==> src/rtl/blit_pkg.sv <==
package blit_pkg;

  typedef enum logic [2:0] {
    ST_IDLE,
    ST_CLEAR,
    ST_FETCH,
    ST_LATCH,
    ST_PRD,
    ST_PWR,
    ST_FIN
  } blitState_t;

  // Strobes from control to datapath
  typedef struct packed {
    logic loadCmd;
    logic clearPhase;
    logic rowLatch;
    logic readPhase;
    logic writePhase;
  } blitCtl_t;

  localparam logic OP_CLEAR = 1'b0;
  localparam logic OP_DRAW  = 1'b1;

endpackage

==> src/rtl/blit_datapath.sv <==
module blit_datapath
  import blit_pkg::*;
#(
  parameter int X_W      = 6,
  parameter int Y_W      = 5,
  parameter int ROW_W    = 4,
  parameter int SPRITE_W = 8,
  parameter int MEM_AW   = 12
) (
  input  logic                clk,
  input  logic                rstN,
  input  blitCtl_t            ctl,
  input  logic [X_W-1:0]      startX,
  input  logic [Y_W-1:0]      startY,
  input  logic [ROW_W-1:0]    startRows,
  input  logic [MEM_AW-1:0]   startBase,
  input  logic [SPRITE_W-1:0] memData,
  input  logic                fbRdData,
  output logic [MEM_AW-1:0]   memAddr,
  output logic [X_W-1:0]      fbAddrX,
  output logic [Y_W-1:0]      fbAddrY,
  output logic                fbWrEn,
  output logic                fbWrData,
  output logic                collision,
  output logic                clrLast,
  output logic                colLast,
  output logic                rowLast
);

  localparam int COL_W = $clog2(SPRITE_W);
  localparam int POS_W = X_W + Y_W;

  logic [POS_W-1:0]    clrPos;
  logic [X_W-1:0]      origX;
  logic [Y_W-1:0]      origY;
  logic [ROW_W-1:0]    rowCnt;
  logic [ROW_W-1:0]    rowIdx;
  logic [COL_W-1:0]    colIdx;
  logic [MEM_AW-1:0]   baseAddr;
  logic [SPRITE_W-1:0] rowBits;
  logic                collReg;

  logic                spriteBit;
  logic [X_W-1:0]      pixX;
  logic [Y_W-1:0]      pixY;
  logic [ROW_W:0]      rowNext;

  // X in the upper bits, so Y is the fast-moving coordinate
  always_ff @(posedge clk) begin
    if (!rstN) begin
      clrPos   <= '0;
      origX    <= '0;
      origY    <= '0;
      rowCnt   <= '0;
      rowIdx   <= '0;
      colIdx   <= '0;
      baseAddr <= '0;
      rowBits  <= '0;
      collReg  <= 1'b0;
    end else begin
      if (ctl.loadCmd) begin
        clrPos   <= '0;
        origX    <= startX;
        origY    <= startY;
        rowCnt   <= startRows;
        rowIdx   <= '0;
        colIdx   <= '0;
        baseAddr <= startBase;
        collReg  <= 1'b0;
      end
      if (ctl.clearPhase) begin
        clrPos <= clrPos + 1'b1;
      end
      if (ctl.rowLatch) begin
        rowBits <= memData;
      end
      if (ctl.writePhase) begin
        if (spriteBit && fbRdData) begin
          collReg <= 1'b1;
        end
        colIdx <= colIdx + 1'b1;
        if (colLast) begin
          rowIdx <= rowIdx + 1'b1;
        end
      end
    end
  end

  always_comb begin
    spriteBit = rowBits[COL_W'(SPRITE_W - 1) - colIdx];
    pixX      = origX + X_W'(colIdx);
    pixY      = origY + Y_W'(rowIdx);
    rowNext   = {1'b0, rowIdx} + 1'b1;
    clrLast   = &clrPos;
    colLast   = (colIdx == COL_W'(SPRITE_W - 1));
    rowLast   = (rowNext == {1'b0, rowCnt});
    memAddr   = baseAddr + MEM_AW'(rowIdx);
    if (ctl.clearPhase) begin
      fbAddrX = clrPos[POS_W-1:Y_W];
      fbAddrY = clrPos[Y_W-1:0];
    end else begin
      fbAddrX = pixX;
      fbAddrY = pixY;
    end
    fbWrEn    = ctl.clearPhase | (ctl.writePhase & spriteBit);
    fbWrData  = ctl.clearPhase ? 1'b0 : ~fbRdData;
    collision = collReg;
  end

endmodule

==> src/rtl/blit_control.sv <==
module blit_control
  import blit_pkg::*;
#(
  parameter int ROW_W = 4
) (
  input  logic             clk,
  input  logic             rstN,
  input  logic             startValid,
  input  logic             startOp,
  input  logic [ROW_W-1:0] startRows,
  input  logic             clrLast,
  input  logic             colLast,
  input  logic             rowLast,
  output blitCtl_t         ctl,
  output logic             busy,
  output logic             done
);

  blitState_t state, stateNext;

  always_ff @(posedge clk) begin
    if (!rstN) state <= ST_IDLE;
    else       state <= stateNext;
  end

  always_comb begin
    stateNext = state;
    ctl       = '0;
    unique case (state)
      ST_IDLE: begin
        if (startValid) begin
          ctl.loadCmd = 1'b1;
          if (startOp == OP_CLEAR)    stateNext = ST_CLEAR;
          else if (startRows == '0)   stateNext = ST_FIN;
          else                        stateNext = ST_FETCH;
        end
      end
      ST_CLEAR: begin
        ctl.clearPhase = 1'b1;
        if (clrLast) stateNext = ST_FIN;
      end
      ST_FETCH: stateNext = ST_LATCH;
      ST_LATCH: begin
        ctl.rowLatch = 1'b1;
        stateNext    = ST_PRD;
      end
      ST_PRD: begin
        ctl.readPhase = 1'b1;
        stateNext     = ST_PWR;
      end
      ST_PWR: begin
        ctl.writePhase = 1'b1;
        if (!colLast)     stateNext = ST_PRD;
        else if (rowLast) stateNext = ST_FIN;
        else              stateNext = ST_FETCH;
      end
      ST_FIN:  stateNext = ST_IDLE;
      default: stateNext = ST_IDLE;
    endcase
  end

  assign busy = (state != ST_IDLE) && (state != ST_FIN);
  assign done = (state == ST_FIN);

endmodule

==> src/rtl/pixel_blit_engine.sv <==
module pixel_blit_engine
  import blit_pkg::*;
#(
  parameter int X_W      = 6,
  parameter int Y_W      = 5,
  parameter int ROW_W    = 4,
  parameter int SPRITE_W = 8,
  parameter int MEM_AW   = 12
) (
  input  logic                clk,
  input  logic                rstN,
  input  logic                startValid,
  input  logic                startOp,
  input  logic [X_W-1:0]      startX,
  input  logic [Y_W-1:0]      startY,
  input  logic [ROW_W-1:0]    startRows,
  input  logic [MEM_AW-1:0]   startBase,
  output logic [MEM_AW-1:0]   memAddr,
  input  logic [SPRITE_W-1:0] memData,
  output logic [X_W-1:0]      fbAddrX,
  output logic [Y_W-1:0]      fbAddrY,
  output logic                fbWrEn,
  output logic                fbWrData,
  input  logic                fbRdData,
  output logic                busy,
  output logic                done,
  output logic                collision
);

  blitCtl_t ctl;
  logic     clrLast, colLast, rowLast;

  blit_control #(.ROW_W(ROW_W)) i_control (
    .clk       (clk),
    .rstN      (rstN),
    .startValid(startValid),
    .startOp   (startOp),
    .startRows (startRows),
    .clrLast   (clrLast),
    .colLast   (colLast),
    .rowLast   (rowLast),
    .ctl       (ctl),
    .busy      (busy),
    .done      (done)
  );

  blit_datapath #(
    .X_W(X_W), .Y_W(Y_W), .ROW_W(ROW_W), .SPRITE_W(SPRITE_W), .MEM_AW(MEM_AW)
  ) i_datapath (
    .clk      (clk),
    .rstN     (rstN),
    .ctl      (ctl),
    .startX   (startX),
    .startY   (startY),
    .startRows(startRows),
    .startBase(startBase),
    .memData  (memData),
    .fbRdData (fbRdData),
    .memAddr  (memAddr),
    .fbAddrX  (fbAddrX),
    .fbAddrY  (fbAddrY),
    .fbWrEn   (fbWrEn),
    .fbWrData (fbWrData),
    .collision(collision),
    .clrLast  (clrLast),
    .colLast  (colLast),
    .rowLast  (rowLast)
  );

endmodule

==> config.mk <==
export PLATFORM = sky130hd
export DESIGN_NAME = pixel_blit_engine
export DESIGN_NICKNAME = d
export VERILOG_FILES = /design/src/rtl/blit_pkg.sv /design/src/rtl/blit_datapath.sv /design/src/rtl/blit_control.sv /design/src/rtl/pixel_blit_engine.sv
export SDC_FILE = /design/constraint.sdc
export NUM_CORES = 1
export LEC_CHECK = 0
export BUFFER_PORTS_ARGS = -buffer_cell sky130_fd_sc_hd__buf_2
export CORE_MARGIN = 5
export CORE_UTILIZATION = 35
export DETAILED_ROUTE_END_ITERATION = 8
export GPL_TIMING_DRIVEN = 0
export SKIP_CTS_REPAIR_TIMING = 1
export SLEW_MARGIN = 40
export SYNTH_ARGS = -nofsm -noshare
export SYNTH_HDL_FRONTEND = slang
export SYNTH_SLANG_ARGS = --single-unit
==> constraint.sdc <==
create_clock -name clk -period 5.7 [get_ports clk]
set_clock_uncertainty 0.1 [all_clocks]
set_input_delay 0.855 -clock clk [delete_from_list [all_inputs] [get_ports clk]]
set_output_delay 0.855 -clock clk [all_outputs]
set_load 0.03 [all_outputs]
==> results.txt, run 1 <==
Average vias per placed instance = 5.00
Drt total wl = 8710 µm
Final cell count without fillers = 604
Flop pwr share = 31.3%
Post-synthesis sequential area ratio = 34.7%
Synthesized area = 3290 µm²
Setup TNS Final = 0 ns
Crit path DAT = 2.60 ns
Number of synthesized flops with an enable pin = 0
Vias in the first global route = 2931
Commonest non-fill, non-tap cells in the layout = nand2_1, buf_2, dfxtp_1, a21boi_0, nor2_1
Pwr/cell area = 405 nW/µm²
Grt total ovfl = 0
Kind of cell adding the most delay to the critical path = adder cells
Pin count of the biggest net entering global routing = 11
First-pass GRT wire length = 14100 µm
Commonest non-fill, non-tap cell in the layout = nand2_1
Drt pass-1 iters = 4
Initial Util = 35.8%
Synth Flop Type = dfxtp_1
Reg area = 1140 µm²
Layout cells sized above 1 = 20.5%
DRC = 0
Final-layout fill cell count = 961
Crit. End Element = output port
RSZ-0062 raised after global routing = no
Worst path bufs/invs = 2
Chip width = 107 µm
Clock slew at reported path FFs = 0.07 ns
GRT Total Usage = 15.8%
Placed insts = 588
Sw Share = 41.5%
Crit Path Max Fanout = 7
CP peak stage delay = 0.49 ns
CTS tree = done
Synth Register Bits = 57
Multi-input logic area = 1980 µm²
Routed Antenna Nets = 0
F_max = 0.281 GHz
Final setup vio count = 0
DRT iter0 DRCs = 112
Clock Power Share = 27.2%
FFs w/ async S/R, synth = 0%
Max IR drop VDD = 0.000148 V
Mapped Nets = 468
ANT cells = 0
Full die area = 11400 µm²
WL/cell = 14.4 µm
Cell variety after synth = 47
P_sw = 671 µW
Clock Path Buffers = 2
DR vias = 3017
Int Power = 946 µW
Hold Fails Final Rpt = 0
Startpoint types = flop
Pleak = 1.83 nW
Dpl hpwl = 6540 µm
Root Driver = clkbuf_8
Core box area = 9200 µm²
Outcome = finished, final reports clean
H-Tree Depth = 3
Cells along the critical path = ha_1, inv_1, fa_1, nor2b_1, o21ai_0, a21oi_1, nand3_1, xnor2_1, buf_2
Util after Layout = 43.4%
Synth Instances = 410
Yosys warning total = 0
Max-cap violation count = 0
Combinational share of power = 41.5%
Area delta synth->final = 21.4%
Crit-path slowest cell = dfxtp_1
CP Class = reg -> out
Num CTS Buffers = 9
CTS Sinks = 57
IO Port Bufs = 67
I/O Pins = 68
Initial antenna violation count = 0
Worst slew pin tran = 0.588 ns
Row count = 35
Worst skew pair latency = 0.35 ns
Fin crit period = 3.55 ns
Class of the worst hold path = reg -> reg
Nets@finish = 546
Pwr Total = 1.62 mW
Crit share post-route = 62.3%
Syn_area_per_cell = 8.02 µm²
Slew HR = 60.8%
Placer Congestion = 0.833
Die Ht = 107 µm
CP required = 4.74 ns
Max Slew Vio Count = 0
## power by group through the flow
stage	clock, mW	sequential [mW]	combinational [mW]
6_report	0.440	0.506	0.672
5_1_grt	0.471	0.515	0.738
4_1_cts	0.450	0.506	0.679
3_5_place_dp	0	0.515	0.677
3_3_place_gp	0	0.512	0.672
2_1_floorplan	0	0.502	0.490
## path summary, 6_finish.rpt
| kind | start | end | slack [ns] | cells past startpoint |
|---|---|---|---|---|
| max | i_datapath.rowIdx[0] | memAddr[8] | 2.15 | 9 |
| min | i_datapath.baseAddr[3] | i_datapath.baseAddr[3] | 0.37 | 2 |
| max reg2reg | i_datapath.clrPos[0] | i_control.state[2] | 3.81 | 6 |
| min reg2reg | i_datapath.baseAddr[3] | i_datapath.baseAddr[3] | 0.37 | 2 |
## state kept, by name (all words and copies together) (netlist names)
signal                count
i_datapath.colIdx         3
i_datapath.origX          6
i_datapath.rowCnt         4
i_datapath.clrPos        11
i_control.state           3
i_datapath.rowBits        8
i_datapath.origY          5
i_datapath.baseAddr      12
i_datapath.collision      1
i_datapath.rowIdx         4
## metrics by stage
step / instance area (µm²) / hold slack, ns / setup WS (ns)
2_1_floorplan: 3290 / 0.347 / 2.60
3_3_place_gp: 3760 / 0.354 / 2.53
3_5_place_dp: 3760 / 0.365 / 2.52
4_1_cts: 3990 / 0.374 / 2.11
5_1_grt: 3990 / 0.390 / 1.97
6_report: 3990 / 0.371 / 2.15
## worst register-to-register path: stages (launching register included)
cell     delay, ns
dfxtp_1       0.38
ha_1          0.24
and4_1        0.25
and2b_2       0.18
a31oi_1       0.14
or3_4         0.43
a21oi_2       0.10
## logic make-up after synthesis
logic type | synth area share [%]
DFF | 34.7
xor gates and xnor gates | 5.59
buffers and inverters | 5.10
muxes | 3.39
and+or+nand+nor | 25.3
adders and majority gates | 7.53
AOI/OAI and AO/OA | 18.4
## metal layers
| layer | vias up | GRT usage (%) | part of all wire, % | wire (µm) |
|---|---|---|---|---|
| li1 | 1553 | - | - | - |
| met1 | 1379 | 19.4 | 47 | 4060 |
| met2 | 71 | 26.7 | 46 | 4050 |
| met3 | 14 | 3.67 | 5.4 | 470 |
| met4 | 0 | 6.21 | 1.5 | 132 |
| met5 | - | 0 | 0 | 0 |
## cell type report
type                            count  area share (%)
Buffer                             21            2.70
Clock buffer                       11            3.79
Clock inverter                      5            1.94
Inverter                           16            1.50
Multi-Input combinational cell    316            49.6
Sequential cell                    57            28.6
Tap cell                          111            3.48
Timing Repair Buffer               67            8.40
## synth_stat cells, types with 2 or more instances
library cell  number  area, µm²
inv_1             16       60.1
a21boi_0          35        263
clkbuf_1           9       33.8
buf_4              2       15.0
nand3_1           18       90.1
nor2b_1           16        100
xnor2_1           10       87.6
nand3b_1           4       30.0
or3_1              2       12.5
and3_1             3       18.8
xor2_1            11       96.3
nor3_1             2       10.0
nand2_1           82        308
a21o_1             5       37.5
and2_1             5       31.3
mux2i_1           10        100
dfxtp_1           57       1140
fa_1               3       60.1
ha_1              15        188
nor2_1            24       90.1
a31oi_1            3       18.8
o211a_1            3       30.0
buf_2              9       45.0
o22ai_1            2       12.5
a21oi_1           19       95.1
o311ai_0           2       17.5
nor4_1             3       18.8
nand4_1            5       31.3
o21ai_0           17       85.1
(Power assumes the default switching activity.)
==> inputs of run 2 (changes only) <==
clock period = 3 ns   (was 5.7 ns; I/O delays follow)
==> results.txt, run 2 (same netlist as run 1, synthesis figures left out) <==
Outcome = finished, final reports clean
Placed insts = 588 (unchanged)
Cells along the critical path = ha_1, inv_1, fa_1, nor2b_1, o21ai_1, a21oi_2, nand3_1, xnor2_1, buf_4
Pwr/cell area = 767 nW/µm² (+89%)
Placed cell areas = 3760 µm² (unchanged)
Pleak = 1.83 nW (+0.27%)
Nets@finish = 546 (unchanged)
Int Power = 1.80 mW (+90%)
Biggest register = i_datapath.baseAddr
H-Tree Depth = 3 (unchanged)
DR vias = 3022 (+0.17%)
Area delta synth->final = 21.8%
Final cell count without fillers = 604 (unchanged)
Clock slew at reported path FFs = 0.08 ns (about the same)
Layout cells sized above 1 = 21.3% (+0.81 points)
Full die area = 11400 µm² (unchanged)
Routed Antenna Nets = 0 (unchanged)
Clock Power Share = 27.1% (about the same)
Grt total ovfl = 0 (unchanged)
I/O Pins = 68 (unchanged)
ANT cells = 0 (unchanged)
Crit. End Element = output port
Core box area = 9200 µm² (unchanged)
F_max = 0.350 GHz
Chip width = 107 µm (unchanged)
Pre-CTS setup slack = 0.225 ns (-2.30 ns)
Max-cap violation count = 0 (unchanged)
Final setup margin = 0.140 ns (-2.01 ns)
Sw Share = 41.5% (about the same)
Fin area = 4010 µm² (+0.38%)
IO Port Bufs = 67 (unchanged)
Final setup vio count = 0 (unchanged)
Worst skew pair latency = 0.35 ns (about the same)
Kind of cell adding the most delay to the critical path = adder cells
Drt total wl = 8710 µm (about the same)
Pin count of the biggest net entering global routing = 11 (unchanged)
Vias in the first global route = 2931 (unchanged)
CP required = 2.45 ns (-2.29 ns)
Class of the worst hold path = in -> reg
Multi-input logic area = 1980 µm² (+0.19%)
Crit-path slowest cell = fa_1
Crit path DAT = 2.31 ns (-0.29 ns)
Dpl hpwl = 6540 µm (unchanged)
Die Ht = 107 µm (unchanged)
Initial Util = 35.8% (unchanged)
Max IR drop VDD = 0.000286 V (+93%)
Util after Layout = 43.6% (+0.16 points)
Num CTS Buffers = 9 (unchanged)
GRT Total Usage = 15.8% (unchanged)
Max Slew Vio Count = 0 (unchanged)
Startpoint types = flop
Clock Path Buffers = 2 (unchanged)
CP peak stage delay = 0.40 ns (-0.09 ns)
Reg area = 1150 µm² (+0.44%)
Placer Congestion = 0.833 (unchanged)
DRC = 0 (unchanged)
Commonest non-fill, non-tap cell in the layout = nand2_1
WL/cell = 14.4 µm (about the same)
Initial antenna violation count = 0 (unchanged)
Slew HR = 61.3% (+0.52 points)
Worst slew pin tran = 0.580 ns (-0.00784 ns)
Fin crit period = 2.86 ns
Largest regs = i_datapath.baseAddr: 12 flops, i_datapath.clrPos: 11 flops, i_datapath.rowBits: 8 flops
Flop pwr share = 31.2% (about the same)
Average vias per placed instance = 5.00 (+0.17%)
Worst path bufs/invs = 2 (unchanged)
CTS tree = done
Final-layout fill cell count = 961 (unchanged)
Commonest non-fill, non-tap cells in the layout = nand2_1, buf_2, dfxtp_1, a21boi_0, nor2_1
Hold Fails Final Rpt = 0 (unchanged)
Drt pass-1 iters = 4 (unchanged)
Crit Path Max Fanout = 7 (unchanged)
CP Class = reg -> out
DRT iter0 DRCs = 102 (-8.9%)
Combinational share of power = 41.6% (about the same)
Crit share post-route = 95.3%
Root Driver = clkbuf_8
CTS Sinks = 57 (unchanged)
Max FFs per register = 12 (unchanged)
P_sw = 1.27 mW (+90%)
First-pass GRT wire length = 14100 µm (unchanged)
Row count = 35 (unchanged)
-- run 2: cell counts in the layout (fill, tap and decap cells not counted) --
No cell type changed its count.
-- run 2: worst reg2reg max path, delay by kind of cell (launching register included) --
family                     cells  cell delay [ns]
AOI/OAI and AO/OA              2             0.24
DFF                            1             0.38
and+or+nand+nor                3             0.86
adders and majority gates      1             0.24
-- run 2: per-stage QoR --
step           TNS, ns  total power [mW]  hold slack [ns]
2_1_floorplan        0              1.88            0.347
3_3_place_gp         0              2.25            0.354
3_5_place_dp         0              2.26            0.365
4_1_cts         -0.426              3.11            0.237
5_1_grt        -0.0351              3.28            0.250
6_report             0              3.07            0.242
-- run 2: area by class of cell --
class | count | share of cell area [%]
Buffer | 21 | 2.72
Multi-Input combinational cell | 316 | 49.5
Clock buffer | 11 | 3.78
Sequential cell | 57 | 28.6
Inverter | 16 | 1.50
Tap cell | 111 | 3.47
Timing Repair Buffer | 67 | 8.49
Clock inverter | 5 | 1.94
-- run 2: power by group through the flow --
stage | sequential, mW | combinational (mW) | clock [mW]
floorplan | 0.954 | 0.931 | 0
global placement | 0.972 | 1.28 | 0
detailed placement | 0.978 | 1.29 | 0
CTS | 0.961 | 1.29 | 0.855
global route | 0.978 | 1.41 | 0.894
finish | 0.960 | 1.28 | 0.834
-- run 2: path summary, 6_finish.rpt --
kind                                      startpoint                   to  slack, ns  cells after the start
worst min register to register   i_datapath.origX[0]  i_datapath.origX[0]       0.37                      2
worst min-delay path                       startX[2]  i_datapath.origX[2]       0.24                      3
worst max-delay path            i_datapath.rowIdx[0]           memAddr[8]       0.14                      9
worst max register to register  i_datapath.clrPos[0]   i_control.state[2]       1.12                      6
-- run 2: per-layer routing --
| metal | GRT usage, % | wire (µm) | vias to the layer above |
|---|---|---|---|
| li1 | - | - | 1553 |
| met1 | 19.4 | 4060 | 1391 |
| met2 | 26.7 | 4070 | 65 |
| met3 | 3.67 | 444 | 13 |
| met4 | 6.21 | 137 | 0 |
| met5 | 0 | 0 | - |
==> inputs of run 3 (changes only) <==
CORE_MARGIN = 2   (was 5)
CORE_UTILIZATION = 50   (was 35)
PLACE_DENSITY = 0.77   (was not set)
clock period = 2.5 ns   (was 3 ns; I/O delays follow)
==> results.txt, run 3 (same netlist as run 1, synthesis figures left out) <==
Outcome = finished, violations left
Failing checks = setup timing
F_max = 0.382 GHz
RSZ-0062 raised after global routing = yes
Layout cells sized above 1 = 26.7% (+5.4 points)
Commonest non-fill, non-tap cell in the layout = nand2_1
Vias in the first global route = 3032 (+3.4%)
Max-cap violation count = 0 (unchanged)
Chip width = 85.1 µm (-20%)
Max IR drop VDD = 0.000561 V (+96%)
Placed cell areas = 3740 µm² (-0.73%)
DRT iter0 DRCs = 101 (-0.98%)
Nets@finish = 551 (+0.92%)
Fin crit period = 2.62 ns
Worst slew pin tran = 0.517 ns (-0.0629 ns)
Core box area = 6350 µm² (-31%)
WL/cell = 14.7 µm (+2.2%)
Biggest register = i_datapath.baseAddr
ANT cells = 0 (unchanged)
Grt total ovfl = 0 (unchanged)
Clock Path Buffers = 2 (unchanged)
Crit Path Max Fanout = 5 (-2)
First-pass GRT wire length = 13600 µm (-3.5%)
Dpl hpwl = 5940 µm (-9.2%)
Max Slew Vio Count = 0 (unchanged)
Pre-CTS setup slack = -0.195 ns (-0.419 ns)
Pleak = 1.86 nW (+1.5%)
Final cell count without fillers = 575 (-4.8%)
Initial Util = 51.8% (+16 points)
DR vias = 3117 (+3.1%)
Placed insts = 554 (-5.8%)
HP Start = startBase[2]
Initial antenna violation count = 0 (unchanged)
DRC = 0 (unchanged)
Class of the worst hold path = in -> reg
Num CTS Buffers = 9 (unchanged)
Final setup margin = -0.116 ns (-0.256 ns)
Hold Fails Final Rpt = 0 (unchanged)
Pin count of the biggest net entering global routing = 11 (unchanged)
I/O Pins = 68 (unchanged)
Cells along the critical path = ha_2, inv_1, fa_2, nor2b_2, o21ai_2, a21oi_4, buf_4, xor2_2, buf_6
IO Port Bufs = 67 (unchanged)
Die Ht = 85.1 µm (-20%)
H-Tree Depth = 3 (unchanged)
Worst skew pair latency = 0.35 ns (about the same)
Final setup vio count = 4 (+4)
Drt total wl = 8480 µm (-2.7%)
Final-layout fill cell count = 552 (-43%)
Area delta synth->final = 25.3%
Util after Layout = 64.9% (+21 points)
Routed Antenna Nets = 0 (unchanged)
Setup TNS Final = -0.431 ns (-0.431 ns)
Commonest non-fill, non-tap cells in the layout = nand2_1, buf_2, dfxtp_1, a21boi_0, nor2_1
Crit path DAT = 2.14 ns (-0.17 ns)
Row count = 29 (-17%)
Max FFs per register = 12 (unchanged)
Drt pass-1 iters = 4 (unchanged)
Clock slew at reported path FFs = 0.06 ns (-0.02 ns)
Full die area = 7240 µm² (-37%)
CP Class = reg -> out
Pwr/cell area = 863 nW/µm² (+13%)
Largest regs = i_datapath.baseAddr: 12 flops, i_datapath.clrPos: 11 flops, i_datapath.rowBits: 8 flops
Fin area = 4120 µm² (+2.8%)
CTS tree = done
CTS Sinks = 57 (unchanged)
GRT Total Usage = 23.7% (+7.9 points)
Worst setup path startpoint = i_datapath.rowIdx[0]
Crit share post-route = 105%
Crit. End Element = output port
Startpoint types = flop
RR Startpoint = i_datapath.clrPos[0]
CP required = 2.03 ns (-0.42 ns)
Crit-path slowest cell = dfxtp_4
CP peak stage delay = 0.38 ns (-0.02 ns)
Slew HR = 65.5% (+4.2 points)
Root Driver = clkbuf_8
Placer Congestion = 0.849 (+1.9%)
Average vias per placed instance = 5.42 (+8.3%)
## run 3: cell count changes in the layout (fill, tap and decap cells not counted), sizes merged
| cell | change |
|---|---|
| buf | +6 |
| bufinv | -2 |
| clkbuf | +1 |
| clkinv | +1 |
| clkinvlp | -1 |
## run 3: power breakdown
group,switching (mW),total [mW],leakage (nW),internal (mW)
Clock,0.370,0.779,0.0932,0.409
Sequential,0.125,1.17,0.467,1.04
Combinational,1.04,1.61,1.30,0.571
Total,1.54,3.56,1.86,2.02
## run 3: per-stage QoR
step	hold WS, ns	power (mW)
2_1_floorplan	0.347	2.27
3_3_place_gp	0.353	2.67
3_5_place_dp	0.364	2.70
4_1_cts	0.168	3.47
5_1_grt	0.177	3.80
6_report	0.174	3.56
## run 3: layout make-up
| class | instances | area, µm² | share of cell area [%] |
|---|---|---|---|
| well taps | 77 | 96.3 | 2.34 |
| clock buffers | 13 | 159 | 3.86 |
| inverters | 16 | 60.1 | 1.46 |
| plain buffers | 20 | 120 | 2.91 |
| flip-flops and latches | 57 | 1150 | 28.0 |
| clock inverters | 3 | 15.0 | 0.364 |
| repair buffers | 73 | 417 | 10.1 |
| multi-input cells | 316 | 2100 | 51.0 |
## run 3: worst max-delay path: cells and delay by family (launching register included)
kind / cells / cell delay, ns
buffers and inverters: 3 / 0.34
adder cells (fa/ha/maj): 2 / 0.53
AND/OR/NAND/NOR: 1 / 0.13
AO/OA/AOI/OAI: 2 / 0.27
XOR/XNOR: 1 / 0.15
flip-flops: 1 / 0.38
## run 3: routing by layer
metal	vias up	GRT usage [%]	wire, µm
li1	1566	-	-
met1	1436	28.0	3650
met2	95	41.9	4160
met3	20	4.96	499
met4	0	9.38	164
met5	-	0	0
## run 3: worst paths after layout
kind | end | slack, ns | cells after the start
worst min register to register | i_datapath.baseAddr[2] | 0.37 | 2
worst max-delay path | memAddr[6] | -0.12 | 9
worst max register to register | i_control.state[1] | 0.54 | 6
worst min-delay path | i_datapath.baseAddr[2] | 0.17 | 3
